## config.mk

```make
export PLATFORM = sky130hd
export DESIGN_NAME = can_bit_sync
export DESIGN_NICKNAME = d
export VERILOG_FILES = /design/src/rtl/can_bt_pkg.sv /design/src/rtl/can_bt_rst_sync.sv /design/src/rtl/can_bt_prescaler.sv /design/src/rtl/can_bt_edge.sv /design/src/rtl/can_bt_seq.sv /design/src/rtl/can_bit_sync.sv
export SDC_FILE = /design/constraint.sdc
export NUM_CORES = 1
export LEC_CHECK = 0
export BUFFER_PORTS_ARGS = -buffer_cell sky130_fd_sc_hd__buf_2
export CORE_ASPECT_RATIO = 0.75
export CORE_MARGIN = 3
export CORE_UTILIZATION = 60
export CTS_CLUSTER_SIZE = 40
export DETAILED_ROUTE_END_ITERATION = 8
export GPL_ROUTABILITY_DRIVEN = 0
export PLACE_DENSITY = 0.88
export SETUP_SLACK_MARGIN = 0.4
export SLEW_MARGIN = 20
export SYNTH_ARGS = -nofsm -noshare
export SYNTH_HDL_FRONTEND = slang
export SYNTH_SLANG_ARGS = --single-unit
```

## constraint.sdc

```tcl
create_clock -name clk -period 1.3 [get_ports clk]
set_clock_uncertainty 0.15 [all_clocks]
set_input_delay 0.26 -clock clk [delete_from_list [all_inputs] [get_ports clk]]
set_output_delay 0.26 -clock clk [all_outputs]
set_load 0.01 [all_outputs]
```

## src/rtl/can_bt_pkg.sv

```systemverilog
package can_bt_pkg;
  typedef enum logic [2:0] {
    SEG_SYNC = 3'b001,
    SEG_PH1  = 3'b010,
    SEG_PH2  = 3'b100
  } seg_e;
endpackage

```

## src/rtl/can_bt_rst_sync.sv

```systemverilog
module can_bt_rst_sync (
  input  logic clk,
  input  logic rst_n,
  output logic rst_sync_n
);
  logic [1:0] shift_q;

  always_ff @(posedge clk or negedge rst_n) begin
    if (!rst_n) shift_q <= 2'b00;
    else        shift_q <= {shift_q[0], 1'b1};
  end

  assign rst_sync_n = shift_q[1];
endmodule

```

## src/rtl/can_bt_prescaler.sv

```systemverilog
module can_bt_prescaler #(
  parameter int BRP_W = 6
) (
  input  logic             clk,
  input  logic             rst_n,
  input  logic [BRP_W-1:0] brp_i,
  input  logic             restart_i,
  output logic             tq_o
);
  logic [BRP_W-1:0] cnt_q, cnt_d;

  // last clock of the current quantum
  assign tq_o = (cnt_q >= brp_i);

  always_comb begin
    if (restart_i || tq_o) cnt_d = '0;
    else                   cnt_d = cnt_q + 1'b1;
  end

  always_ff @(posedge clk or negedge rst_n) begin
    if (!rst_n) cnt_q <= '0;
    else        cnt_q <= cnt_d;
  end
endmodule

```

## src/rtl/can_bt_edge.sv

```systemverilog
module can_bt_edge (
  input  logic clk,
  input  logic rst_n,
  input  logic rx_i,
  output logic fall_o
);
  logic rx_q;

  always_ff @(posedge clk or negedge rst_n) begin
    if (!rst_n) rx_q <= 1'b1;
    else        rx_q <= rx_i;
  end

  // recessive-to-dominant only
  assign fall_o = rx_q & ~rx_i;
endmodule

```

## src/rtl/can_bt_seq.sv

```systemverilog
module can_bt_seq
  import can_bt_pkg::*;
#(
  parameter int TSEG1_W = 4,
  parameter int TSEG2_W = 3,
  parameter int SJW_W   = 2
) (
  input  logic               clk,
  input  logic               rst_n,
  input  logic               tq_i,
  input  logic               fall_i,
  input  logic               rx_i,
  input  logic               bus_idle_i,
  input  logic [TSEG1_W-1:0] tseg1_i,
  input  logic [TSEG2_W-1:0] tseg2_i,
  input  logic [SJW_W-1:0]   sjw_i,
  output logic [2:0]         seg_state_o,
  output logic               go_sync_o,
  output logic               go_seg1_o,
  output logic               go_seg2_o,
  output logic               restart_o,
  output logic               sample_o,
  output logic               bit_o,
  output logic               tx_point_o
);
  localparam int QC_W = TSEG1_W + 1;
  localparam int CW   = QC_W + 1;

  seg_e            state_q, state_d;
  logic [QC_W-1:0] qc_q, qc_d;
  logic [CW-1:0]   ext_q, ext_d;
  logic [CW-1:0]   cut_q, cut_d;
  logic            done_q, done_d;
  logic            samp_q, samp_d;
  logic            bit_q, bit_d;
  logic            tx_q, tx_d;

  logic [CW-1:0] t1_w, t2_w, sj_w, qc_w, rem, ext_new, ext_eff, cut_eff;
  logic hard, resync_ok, late, early, early_jump, early_cut;
  logic sync_end, seg1_end, seg2_end, go_sync, go_seg1, go_seg2;

  // ---------------- event decode ----------------
  always_comb begin
    t1_w = {{(CW-TSEG1_W){1'b0}}, tseg1_i};
    t2_w = {{(CW-TSEG2_W){1'b0}}, tseg2_i};
    sj_w = {{(CW-SJW_W){1'b0}}, sjw_i} + 1'b1;
    qc_w = {1'b0, qc_q};

    hard      = fall_i & bus_idle_i;
    resync_ok = fall_i & ~bus_idle_i & ~done_q;
    late      = resync_ok & (state_q == SEG_PH1);
    early     = resync_ok & (state_q == SEG_PH2);

    // late edge: phase error is quanta already spent in phase 1 plus one
    ext_new = ((qc_w + 1'b1) < sj_w) ? (qc_w + 1'b1) : sj_w;
    ext_eff = late ? ext_new : ext_q;

    // early edge: quanta of phase 2 still to run, current one included
    rem        = t2_w + 1'b1 - qc_w;
    early_jump = early & (rem <= sj_w);
    early_cut  = early & ~early_jump;
    cut_eff    = early_cut ? sj_w : cut_q;

    sync_end = (state_q == SEG_SYNC) & tq_i;
    seg1_end = (state_q == SEG_PH1) & tq_i & (qc_w >= (t1_w + ext_eff));
    seg2_end = (state_q == SEG_PH2) & tq_i & ((qc_w + cut_eff) >= t2_w);

    go_sync = hard | early_jump | seg2_end;
    go_seg1 = sync_end & ~go_sync;
    go_seg2 = seg1_end & ~go_sync;
  end

  // ---------------- next state ----------------
  always_comb begin
    state_d = state_q;
    if (go_sync)      state_d = SEG_SYNC;
    else if (go_seg1) state_d = SEG_PH1;
    else if (go_seg2) state_d = SEG_PH2;

    if (go_sync || go_seg1 || go_seg2) qc_d = '0;
    else if (tq_i)                     qc_d = qc_q + 1'b1;
    else                               qc_d = qc_q;

    ext_d = go_seg1 ? '0 : ext_eff;
    cut_d = go_seg2 ? '0 : cut_eff;

    if (hard || late || early) done_d = 1'b1;
    else if (go_seg2)          done_d = 1'b0;
    else                       done_d = done_q;

    samp_d = go_seg2;
    bit_d  = go_seg2 ? rx_i : bit_q;
    tx_d   = seg2_end | early_jump;
  end

  // ---------------- registers ----------------
  always_ff @(posedge clk or negedge rst_n) begin
    if (!rst_n) begin
      state_q <= SEG_SYNC;
      qc_q    <= '0;
      ext_q   <= '0;
      cut_q   <= '0;
      done_q  <= 1'b0;
      samp_q  <= 1'b0;
      bit_q   <= 1'b1;
      tx_q    <= 1'b0;
    end else begin
      state_q <= state_d;
      qc_q    <= qc_d;
      ext_q   <= ext_d;
      cut_q   <= cut_d;
      done_q  <= done_d;
      samp_q  <= samp_d;
      bit_q   <= bit_d;
      tx_q    <= tx_d;
    end
  end

  assign seg_state_o = state_q;
  assign go_sync_o   = go_sync;
  assign go_seg1_o   = go_seg1;
  assign go_seg2_o   = go_seg2;
  assign restart_o   = hard | early_jump;
  assign sample_o    = samp_q;
  assign bit_o       = bit_q;
  assign tx_point_o  = tx_q;
endmodule

```

## src/rtl/can_bit_sync.sv

```systemverilog
module can_bit_sync #(
  parameter int BRP_W   = 6,
  parameter int TSEG1_W = 4,
  parameter int TSEG2_W = 3,
  parameter int SJW_W   = 2
) (
  input  logic               clk,
  input  logic               rst_n,
  input  logic               rx_i,
  input  logic               bus_idle_i,
  input  logic [BRP_W-1:0]   brp_i,
  input  logic [TSEG1_W-1:0] tseg1_i,
  input  logic [TSEG2_W-1:0] tseg2_i,
  input  logic [SJW_W-1:0]   sjw_i,
  output logic               sample_o,
  output logic               bit_o,
  output logic               tx_point_o
);
  logic       rst_core_n;
  logic       tq, fall, restart;
  logic [2:0] seg_state;
  logic       go_sync, go_seg1, go_seg2;

  can_bt_rst_sync u_rst (
    .clk        (clk),
    .rst_n      (rst_n),
    .rst_sync_n (rst_core_n)
  );

  can_bt_prescaler #(.BRP_W(BRP_W)) u_presc (
    .clk       (clk),
    .rst_n     (rst_core_n),
    .brp_i     (brp_i),
    .restart_i (restart),
    .tq_o      (tq)
  );

  can_bt_edge u_edge (
    .clk    (clk),
    .rst_n  (rst_core_n),
    .rx_i   (rx_i),
    .fall_o (fall)
  );

  can_bt_seq #(
    .TSEG1_W (TSEG1_W),
    .TSEG2_W (TSEG2_W),
    .SJW_W   (SJW_W)
  ) u_seq (
    .clk         (clk),
    .rst_n       (rst_core_n),
    .tq_i        (tq),
    .fall_i      (fall),
    .rx_i        (rx_i),
    .bus_idle_i  (bus_idle_i),
    .tseg1_i     (tseg1_i),
    .tseg2_i     (tseg2_i),
    .sjw_i       (sjw_i),
    .seg_state_o (seg_state),
    .go_sync_o   (go_sync),
    .go_seg1_o   (go_seg1),
    .go_seg2_o   (go_seg2),
    .restart_o   (restart),
    .sample_o    (sample_o),
    .bit_o       (bit_o),
    .tx_point_o  (tx_point_o)
  );
endmodule

```

==> flow_metrics.py, run 1 <==
metrics = {
    "synth": {
        "netlist_instances": 274,
        "yosys.area.top_type_share_pct": 28.5,
        "yosysTopAreaCell": "dfrtp_1",
        "ys_seq_elements": 33,
        "yosys_most_used_dff": "dfrtp_1",
        "synthTopCellsByArea": "dfrtp_1 28%, ha_1 18%, inv_1 4.4%, dfstp_2 3.0%, nor2_1 2.7%",
        "synth_cell_types": 54,
        "avgSynthCellArea_um2": 9.62,
        "synth_area_mm2": 0.00264,
        "synth-edff-count": 0,
        "synth_async_sr_flop_share_pct": 100,
        "ys_seq_area_share_pct": 31.5,
        "syn_nets": 333,
        "yosys_warnings": 0,
    },
    "clock_tree": {
        "cts_root_buf": "clkbuf_8",
        "cts_htree_levels": 2,
        "clock_sinks": 33,
        "clk_path_buf_depth": 2,
        "cts_buffers": 5,
    },
    "global_route": {
        "grt_max_degree": 25,
    },
    "status": {
        "outcome": "aborted with a tool error",
        "failed_stage": "global routing (5_1_grt)",
        "tool.error": "[ERROR DPL-0038] Utilization greater than 100%, impossible to legalize",
    },
    "die": {
        "io_pins": 22,
        "die_w_um": 82.5,
        "start_util_pct": 63.8,
        "rows": 20,
        "die_y_um": 63.4,
    },
    "timing": {
        "timing.grt.repair.worst_endpoint": "u_seq.qc_q[3]$_DFFE_PN0P_/D",
        "worst_endpoint_kind": "register data pin",
    },
    "placed_design": {
        "pre_cts_slack_ns": -3.48,
        "dp_hpwl_mm": 6.21,
        "portBuffers": 21,
    },
}
[repair_timing]
action,in CTS
pin swaps,27
endpoints found under the hold margin,9
hold buffers,1
resized for setup,37
endpoints found under the setup margin,33
buffers inserted,14
[Yosys cell counts (all sizes together), types with 2 or more instances]
cell / instances
ha: 37
inv: 31
dfrtp: 30
nor2: 20
nand2: 17
a21oi: 12
nand2b: 8
o21ai: 8
xnor2: 8
xor2: 8
mux2i: 7
nand3: 7
nor2b: 7
o211ai: 7
a21o: 6
nor4b: 5
o21a: 5
and2: 4
nand4: 4
a211oi: 3
a31oi: 3
dfstp: 3
fa: 3
mux2: 3
or2: 3
a2111oi: 2
buf: 2
nand3b: 2
nor3: 2
nor3b: 2
or3b: 2
[cell families after synthesis]
family                   synth area share [%]
other                                   0.142
adder cells (fa/ha/maj)                  19.8
XOR/XNOR                                 5.32
AND/OR/NAND/NOR                          19.5
flip-flops                               31.5
buffers and inverters                    4.80
AO/OA/AOI/OAI                            14.5
multiplexers                             4.37
[per-stage QoR]
stage | cells | instance area, um2 | hold WS (ns)
floorplan | 274 | 2750 | -0.186
global placement | 433 | 3560 | -0.105
detailed placement | 433 | 3560 | -0.0995
CTS | 456 | 3940 | -0.0266
==> run 2: changes to the inputs <==
- CORE_ASPECT_RATIO: 0.75 -> unset
- CORE_UTILIZATION: 60 -> 40
- CTS_CLUSTER_SIZE: 40 -> unset
- PLACE_DENSITY: 0.88 -> unset
- PLACE_DENSITY_LB_ADDON: unset -> 0.15
- SETUP_SLACK_MARGIN: 0.4 -> unset
==> run 2 against run 1 <==
Compared with the run above: the flow now finishes, with violations (setup timing); synthesized cell count is the same; synthesized area is the same.
==> flow_metrics.py, run 2 <==
metrics = {
    "status": {
        "outcome": "finished, violations left",
        "violations": "setup timing",
    },
    "routing": {
        "routed_wirelength_mm": 7.04,
        "drc_errors": 0,
        "drt_iter0_drc": 56,
        "ant_nets": 0,
        "viasPerCell": 5.07,
        "wire_per_inst_um": 14.7,
        "firstDrtPassIters": 4,
        "num_vias": 2423,
    },
    "setup_path": {
        "cpMaxStageDelayCell": "dfrtp_2",
        "cp-start-kind": "register",
        "critPathCaptureType": "register",
        "arrival_ns": 4.60,
        "path_cells": "ha_4 > inv_2 > fa_2 > xor2_1 > ha_1 > or2_4 > a21oi_4 > nor2_4 > o21bai_4 > nand2_2 > nand2_2 > ha_4 > inv_2 > fa_2 > xnor2_2 > ha_1 > a21o_1 > a31oi_2 > o211ai_1 > nand4_1 > nand2b_4 > nor4b_4",
        "rr_worst_depth": 22,
        "cp-endpoint": "u_seq.qc_q[4]",
        "crit_path_start": "u_seq.qc_q[0]",
        "crit_fanout": 7,
        "r2r_start": "u_seq.qc_q[0]",
        "r2r-end": "u_seq.qc_q[4]",
        "path_class": "reg -> reg",
        "crit_required_ns": 1.35,
        "cpPeakStageDelay_ns": 0.41,
        "r2r_setup_slack_ns": -3.26,
    },
    "synth": {
        "synth_area_mm2": 0.00264,
        "ys_seq_elements": 33,
        "syn_nets": 333,
        "synthMuxAreaShare_pct": 4.37,
        "yosys.area_share.simple_pct": 19.5,
        "yosys_warnings": 0,
        "netlist_instances": 274,
        "synthTopCellsByArea": "dfrtp_1 28%, ha_1 18%, inv_1 4.4%, dfstp_2 3.0%, nor2_1 2.7%",
        "synth_async_sr_flop_share_pct": 100,
        "synth_cell_types": 54,
        "synth_top_family_by_area": "adder cells",
        "yosysTopAreaCell": "dfrtp_1",
        "yosys.area.top_type_share_pct": 28.5,
        "synthTopCellsByCount": "37 x ha_1, 31 x inv_1, 30 x dfrtp_1",
        "yosys_most_used_dff": "dfrtp_1",
        "yosys.area_share.adder_pct": 19.8,
        "synth_xor_area_share_pct": 5.32,
        "synth-edff-count": 0,
        "ys_seq_area_share_pct": 31.5,
        "avgSynthCellArea_um2": 9.62,
        "synth_compound_area_share_pct": 14.5,
        "synth_most_common_cell": "ha_1",
    },
    "power_and_ir_drop": {
        "power_frac_clock_pct": 20.5,
        "p_switching_mw": 1.94,
        "power_density_mw_per_mm2": 1390,
        "pwr-share-comb_pct": 56.6,
        "power_mw": 5.64,
        "ir_worst_vdd_mv": 0.882,
        "p_leak_nw": 2.03,
        "seqPwrFrac_pct": 22.9,
        "p_int_mw": 3.70,
        "swShare_pct": 34.4,
    },
    "timing": {
        "fin_crit_ns": 4.56,
        "fin_ws_ns": -3.26,
        "finalSetupTns_ns": -77.03,
        "slew_viol_final": 0,
        "max_freq_mhz": 219,
        "rsz0062_at_grt": "true",
        "whs_ns": 0.0370,
        "finalHoldViolations": 0,
        "finalCritPeriodShare_pct": 350,
        "finalSetupViolations": 31,
    },
    "die": {
        "die_y_um": 87.2,
        "rows": 28,
        "die_w_um": 87.2,
        "dieArea_mm2": 0.00760,
        "start_util_pct": 43.0,
        "core_mm2": 0.00613,
        "io_pins": 22,
    },
    "global_route": {
        "gr-usage-all-layers_pct": 19.5,
        "grt_pass1_vias": 2446,
        "grt_pass1_wl_mm": 11.6,
        "grt_overflow": 0,
        "antenna_found_initial": 0,
        "grt_max_degree": 20,
    },
    "final_layout": {
        "multi_input_area_mm2": 0.00196,
        "nFillCells": 475,
        "regArea_um2": 833,
        "diodes": 0,
        "layout_commonest_cell": "buf_4",
        "drive_gt1_share_pct": 47.4,
        "mostFrequentLayoutCells": "93 x buf_4, 30 x ha_1, 27 x inv_1, 27 x dfrtp_1, 20 x buf_2",
        "final_util_pct": 66.1,
        "area_delta_synth_final_pct": 53.7,
        "layout.nets": 461,
        "stdcell_area_mm2": 0.00405,
        "top_regs": "u_presc.cnt_q x6, u_seq.cut_q x6, u_seq.ext_q x6",
    },
    "clock_tree": {
        "cts_buffers": 5,
        "clk_pin_slew_worst_paths_ns": 0.07,
        "clk_path_buf_depth": 2,
        "cts_tree": "done",
        "clock_latency_ns": 0.29,
        "cts_root_buf": "clkbuf_8",
        "cts_htree_levels": 2,
        "clock_sinks": 33,
    },
    "hold_path": {
        "hp-class": "reg -> async",
    },
    "placed_design": {
        "post_dp_cell_area_mm2": 0.00356,
        "portBuffers": 21,
        "dp_hpwl_mm": 5.24,
    },
    "run": {
        "maxCapViolCount": 0,
    },
}
==> run 2: cell counts after synthesis <==
Identical to the previous run, type by type.
==> run 2: through the flow <==
step | cells | setup slack (ns)
floorplan | 274 | -3.05
global placement | 452 | -3.27
detailed placement | 452 | -3.38
CTS | 474 | -3.19
global route | 478 | -3.41
finish | 478 | -3.26
==> run 2: final cells by class <==
class | instances | area share (%)
tap | 75 | 2.32
timing repair buffer | 123 | 22.5
sequential | 33 | 20.6
clock inverter | 3 | 1.61
clock buffer | 5 | 1.70
multi-input combinational | 208 | 48.5
inverter | 31 | 2.87
==> run 2: kinds of logic after synthesis <==
| kind of cell | after synthesis |
|---|---|
| fa+ha+maj | 40 |
| xor+xnor | 16 |
| mux | 10 |
| simple gates | 88 |
| buf+inv | 33 |
| compound gates | 53 |
| other cells | 1 |
| flops | 33 |
==> run 2: worst min-delay path by stage <==
| stage | startpoint | to | slack (ns) | depth (start not counted) |
|---|---|---|---|---|
| after floorplan | rst_n | u_rst.shift_q[0] | -0.19 | 0 |
| final | u_rst.shift_q[1] | u_seq.done_q | 0.04 | 1 |
| after detailed placement | rst_n | u_rst.shift_q[0] | -0.10 | 1 |
| after CTS | u_rst.shift_q[1] | u_seq.done_q | 0.04 | 1 |
| after global routing | u_rst.shift_q[1] | u_presc.cnt_q[1] | 0.04 | 1 |
| after global placement | rst_n | u_rst.shift_q[0] | -0.10 | 1 |
==> run 2: worst max-delay path, delay by kind of cell, from the launching register on <==
| kind | cells | cell delay [ns] |
|---|---|---|
| simple gates | 7 | 1.07 |
| compound gates | 5 | 0.86 |
| buf+inv | 2 | 0.07 |
| xor+xnor | 2 | 0.30 |
| fa+ha+maj | 6 | 1.62 |
| flops | 1 | 0.41 |
==> run 2: power by group through the flow <==
stage	Sequential (mW)	Clock, mW	Combinational (mW)
floorplan	1.34	0	1.50
global placement	1.32	0	2.38
detailed placement	1.32	0	2.43
CTS	1.29	1.17	3.00
global route	1.31	1.22	3.48
finish	1.29	1.16	3.19
==> run 2: metal layers <==
metal / up-vias / share of wire, % / global-route usage (%)
li1: 1227 / - / -
met1: 1135 / 45 / 25.7
met2: 46 / 49 / 32.9
met3: 15 / 3.6 / 3.41
met4: 0 / 1.9 / 5.58
met5: - / 0 / 0
==> run 2: repair_timing <==
item	4_1_cts	5_1_grt
hold buffers	1	0
endpoints found under the setup margin	31	31
gates resized for setup	37	11
buffers inserted	13	5
endpoints found under the hold margin	2	0
pin swaps	26	9
Note: power is estimated with default switching activity, not from simulation.
==> run 3: changes to the inputs <==
- clock period: 1.3 -> 4.5 ns (I/O delays scaled with it)
==> run 3 against run 2 <==
Compared with the run above: the run still ends with setup timing left; sequential cell count is the same; wire length shrank 10%; total power shrank 76%; combinational power shrank 78%; clock power shrank 75%; critical path depth shrank 1; critical endpoint is now u_seq.seg_state_o[2].
==> flow_metrics.py, run 3 (same netlist as run 2, synthesis figures left out) <==
metrics = {
    "die": {
        "io_pins": 22,
        "dieArea_mm2": 0.00760,
        "rows": 28,
        "die_y_um": 87.2,
        "core_mm2": 0.00613,
        "die_w_um": 87.2,
        "start_util_pct": 43.0,
    },
    "setup_path": {
        "cpPeakStageDelay_ns": 0.37,
        "crit_path_start": "tseg2_i[0]",
        "cp-endpoint": "u_seq.seg_state_o[2]",
        "cp-start-kind": "primary input",
        "r2r_setup_slack_ns": -0.03,
        "arrival_ns": 4.91,
        "critPathBufInv": 3,
        "cpMaxStageDelayCell": "fa_2",
        "critPathCaptureType": "register",
        "rr_worst_depth": 21,
        "path_cells": "buf_8 > ha_4 > fa_2 > xor2_1 > ha_1 > or2_4 > a21oi_4 > nor2_4 > o21bai_4 > buf_6 > mux2_4 > ha_4 > xnor2_2 > ha_1 > a21o_1 > a31oi_2 > o211ai_1 > nand4_1 > nand2b_4 > buf_4 > a211oi_2",
        "critPathTopFamily": "adder cells",
        "r2r_start": "u_seq.qc_q[0]",
        "crit_required_ns": 4.56,
        "r2r-end": "u_seq.seg_state_o[2]",
        "path_class": "in -> reg",
        "crit_fanout": 7,
        "worst-path-stages": 21,
    },
    "run": {
        "maxCapViolCount": 0,
    },
    "timing": {
        "finalCritPeriodShare_pct": 108,
        "finalHoldViolations": 0,
        "slew_viol_final": 0,
        "fin_crit_ns": 4.85,
        "finalSetupViolations": 9,
        "rsz0062_at_grt": "true",
        "fin_ws_ns": -0.354,
        "max_freq_mhz": 206,
        "whs_ns": 0.110,
    },
    "clock_tree": {
        "clock_latency_ns": 0.29,
        "cts_htree_levels": 2,
        "clk_path_buf_depth": 2,
        "cts_root_buf": "clkbuf_8",
        "ctsHoldBuffers": 0,
        "cts_tree": "done",
        "clk_pin_slew_worst_paths_ns": 0.07,
        "cts_buffers": 5,
        "clock_sinks": 33,
    },
    "routing": {
        "ant_nets": 0,
        "wire_per_inst_um": 14.6,
        "routed-wl-met3_um": 154,
        "drt_iter0_drc": 80,
        "viasPerCell": 5.16,
        "routed_wirelength_mm": 6.32,
        "firstDrtPassIters": 4,
        "drc_errors": 0,
        "num_vias": 2238,
        "top_layer": "met4",
        "wl_met1_mm": 2.91,
        "wl_met2_mm": 3.15,
    },
    "global_route": {
        "antenna_found_initial": 0,
        "grt_max_degree": 32,
        "grt_pass1_wl_mm": 10.8,
        "grt_overflow": 0,
        "grt_pass1_vias": 2320,
        "gr-usage-all-layers_pct": 18.2,
    },
    "final_layout": {
        "layout_commonest_cell": "buf_4",
        "diodes": 0,
        "drive_gt1_share_pct": 38.2,
        "stdcell_area_mm2": 0.00366,
        "top_regs": "u_presc.cnt_q x6, u_seq.cut_q x6, u_seq.ext_q x6",
        "layout.nets": 417,
        "area_delta_synth_final_pct": 38.9,
        "mostFrequentLayoutCells": "54 x buf_4, 31 x ha_1, 30 x inv_1, 30 x dfrtp_1, 19 x buf_2",
    },
    "hold_path": {
        "hp-class": "reg -> async",
    },
    "power_and_ir_drop": {
        "p_leak_nw": 1.82,
        "ir_worst_vdd_mv": 0.252,
        "power_density_mw_per_mm2": 376,
    },
    "status": {
        "outcome": "finished, violations left",
        "violations": "setup timing",
    },
    "placed_design": {
        "dp_hpwl_mm": 4.96,
        "post_dp_cell_area_mm2": 0.00330,
        "pre_cts_slack_ns": -0.845,
        "portBuffers": 21,
    },
}
[run 3: stage by stage]
step / util [%] / total power, mW / instances / setup TNS, ns
4_1_cts: 58.3 / 1.37 / 429 / -2.68
3_5_place_dp: 53.9 / 1.01 / 417 / -10.30
6_report: 59.7 / 1.38 / 434 / -2.64
2_1_floorplan: - / 0.814 / 274 / -3.15
3_3_place_gp: 53.9 / 1.00 / 417 / -9.15
5_1_grt: 59.7 / 1.49 / 434 / -5.96
[run 3: how the worst min path moves through the flow]
stage	cells after the start	endpoint	from	slack, ns
5_1_grt	1	u_seq.cut_q[5]	u_rst.shift_q[1]	0.17
3_5_place_dp	1	u_seq.cut_q[5]	u_rst.shift_q[1]	0.13
6_report	1	u_seq.cut_q[5]	u_rst.shift_q[1]	0.11
3_3_place_gp	1	u_presc.cnt_q[3]	u_rst.shift_q[1]	0.12
2_1_floorplan	0	u_rst.shift_q[1]	u_rst.shift_q[0]	0.18
4_1_cts	1	u_seq.sample_o	u_rst.shift_q[1]	0.14
[run 3: final cells by class]
cell class                 count  area, um2
timing repair buffer          79        572
multi-input combinational    208       1930
tap                           75       93.8
clock buffer                   7       86.3
inverter                      31        116
fill                         529       2470
sequential                    33        830
clock inverter                 1       30.0
[run 3: layer usage]
layer	up-vias	GRT usage (%)
met1	1072	23.4
met3	11	4.16
met2	25	30.7
met4	0	5.30
met5	-	0
li1	1130	-
[run 3: where the power goes]
group          total [mW]  switching [mW]  internal (mW)  leakage (nW)
Clock               0.289           0.108          0.180        0.0585
Combinational       0.702           0.343          0.358          1.33
Sequential          0.385          0.0445          0.341         0.432
Total                1.38           0.496          0.880          1.82
[run 3: timing repair]
item	4_1_cts	5_1_grt
endpoints found under the hold margin	0	0
gates resized for setup	26	8
buffers inserted	5	5
setup endpoints to repair	18	18
pin swaps	25	10
==> run 4: changes to the inputs <==
- REMOVE_ABC_BUFFERS: unset -> 1
==> run 4 against run 3 <==
Compared with the run above: the run still ends with setup timing left; clock power shrank 20%; non-clock buffer count up 35; die area stayed put; cell area is 11% higher; first-iteration DRC count increased by 14%; worst hold slack worse by 0.0070 ns; utilization rose by 6.6 points; clock-buffer cell count grew 1; largest cell class unchanged; largest power group unchanged; highest routed layer unchanged.
==> flow_metrics.py, run 4 (same netlist as run 2, synthesis figures left out) <==
metrics = {
    "global_route": {
        "grt.busiest_layer": "met2",
        "met1_usage_pct": 25.2,
        "met3_usage_pct": 4.26,
        "grt_pass1_vias": 2450,
        "grt_overflow": 0,
        "grt_pass1_wl_mm": 11.5,
        "grt_util_met2_pct": 33.2,
        "gr-usage-all-layers_pct": 19.2,
        "grt_max_degree": 32,
        "antenna_found_initial": 0,
    },
    "routing": {
        "num_vias": 2463,
        "ant_nets": 0,
        "firstDrtPassIters": 4,
        "wire_per_inst_um": 15.5,
        "drt_iter0_drc": 91,
        "viasPerCell": 5.25,
        "routed_wirelength_mm": 7.27,
        "drc_errors": 0,
    },
    "final_layout": {
        "top_regs": "u_presc.cnt_q x6, u_seq.cut_q x6, u_seq.ext_q x6",
        "nFillCells": 482,
        "drive_gt1_share_pct": 47.2,
        "layout_commonest_cell": "buf_4",
        "layout.nets": 452,
        "diodes": 0,
        "fin_cells": 469,
        "area_delta_synth_final_pct": 54.3,
        "mostFrequentLayoutCells": "70 x buf_4, 30 x dfrtp_1, 26 x inv_1, 26 x ha_1, 23 x buf_6",
    },
    "setup_path": {
        "r2r-end": "u_seq.qc_q[4]",
        "cp-start-kind": "primary input",
        "worst-path-stages": 23,
        "path_class": "in -> reg",
        "cp_common_cell": "ha_1",
        "r2r_start": "u_seq.qc_q[0]",
        "cpMaxStageDelayCell": "fa_2",
        "crit_fanout": 7,
        "r2r_setup_slack_ns": -0.18,
        "rr_worst_depth": 22,
        "critPathTopFamily": "adder cells",
        "cpPeakStageDelay_ns": 0.36,
        "critPathBufInv": 2,
        "path_cells": "buf_8 > ha_4 > xor2_2 > ha_1 > xor2_1 > ha_1 > or2_4 > a21oi_4 > nor2_4 > o21bai_4 > nand2_2 > nand2_2 > ha_4 > inv_2 > fa_2 > xnor2_2 > ha_1 > a21o_1 > a31oi_2 > o211ai_1 > nand4_1 > nand2b_4 > nor4b_4",
        "arrival_ns": 5.10,
        "critPathCaptureType": "register",
        "crit_required_ns": 4.54,
    },
    "clock_tree": {
        "clk_pin_slew_worst_paths_ns": 0.08,
        "clock_latency_ns": 0.29,
        "cts_htree_levels": 2,
        "cts_root_buf": "clkbuf_8",
        "clock_sinks": 33,
        "cts_tree": "done",
        "clk_path_buf_depth": 2,
        "ctsHoldBuffers": 0,
        "cts_buffers": 5,
    },
    "power_and_ir_drop": {
        "swShare_pct": 36.6,
        "power_density_mw_per_mm2": 350,
        "power_mw": 1.43,
        "ir_worst_vdd_mv": 0.288,
        "seqPwrFrac_pct": 26.6,
        "p_leak_nw": 1.99,
        "pwr-share-comb_pct": 57.2,
        "p_switching_uw": 522,
        "p_int_uw": 903,
        "power_frac_clock_pct": 16.2,
    },
    "timing": {
        "slew_viol_final": 0,
        "max_freq_mhz": 198,
        "fin_crit_ns": 5.06,
        "rsz0062_at_grt": "true",
        "fin_ws_ns": -0.561,
        "finalCritPeriodShare_pct": 112,
        "finalSetupViolations": 11,
        "finalHoldViolations": 0,
    },
    "die": {
        "io_pins": 22,
        "dieArea_mm2": 0.00760,
        "die_y_um": 87.2,
        "rows": 28,
        "die_w_um": 87.2,
        "start_util_pct": 43.0,
        "core_mm2": 0.00613,
    },
    "placed_design": {
        "dp_hpwl_mm": 4.92,
        "pre_cts_slack_ns": -1.16,
        "dp_cells": 425,
        "portBuffers": 21,
    },
    "status": {
        "outcome": "finished, violations left",
        "violations": "setup timing",
    },
    "hold_path": {
        "hp-class": "reg -> async",
    },
    "run": {
        "maxCapViolCount": 0,
    },
}
-- run 4: per-stage QoR --
step           instance area [um2]  setup TNS (ns)  util [%]  hold WS (ns)
2_1_floorplan                 2630           -7.39         -         0.181
3_3_place_gp                  3250          -13.15      53.0         0.123
3_5_place_dp                  3250          -14.77      53.0         0.123
4_1_cts                       3730           -3.48      60.8         0.130
5_1_grt                       4070           -8.01      66.3         0.165
6_report                      4070           -5.00      66.3         0.103
-- run 4: layout make-up --
class	count	area [um2]	share of cell area [%]
Sequential cell	33	830	20.4
Inverter	31	116	2.86
Tap cell	75	93.8	2.31
Multi-Input combinational cell	208	2030	49.8
Clock buffer	8	90.1	2.22
Timing Repair Buffer	114	910	22.4
-- run 4: power groups by stage --
stage	registers (mW)	logic, mW	clock network, mW
after floorplan	0.386	0.352	0
after global placement	0.383	0.549	0
after detailed placement	0.383	0.561	0
after CTS	0.379	0.675	0.234
after global routing	0.387	0.899	0.249
final	0.380	0.815	0.230
-- run 4: worst max-delay path by stage --
stage | start | to | slack (ns)
2_1_floorplan | tseg2_i[0] | u_seq.tx_point_o | -0.87
3_3_place_gp | tseg2_i[0] | u_seq.qc_q[4] | -1.04
3_5_place_dp | tseg2_i[0] | u_seq.qc_q[4] | -1.16
4_1_cts | tseg2_i[0] | u_seq.tx_point_o | -0.41
5_1_grt | tseg2_i[0] | u_seq.qc_q[4] | -0.74
6_report | tseg2_i[0] | u_seq.qc_q[4] | -0.56
-- run 4: timing repair --
item / 4_1_cts / 5_1_grt
pin swaps: 26 / 37
cloned: 0 / 0
resized for setup: 46 / 47
setup endpoints to repair: 18 / 18
setup buffers: 26 / 14
-- run 4: metal layers --
| layer | vias up | part of all wire [%] |
|---|---|---|
| met1 | 1204 | 45 |
| li1 | 1201 | - |
| met4 | 0 | 1.7 |
| met5 | - | 0 |
| met3 | 10 | 3.4 |
| met2 | 48 | 50 |
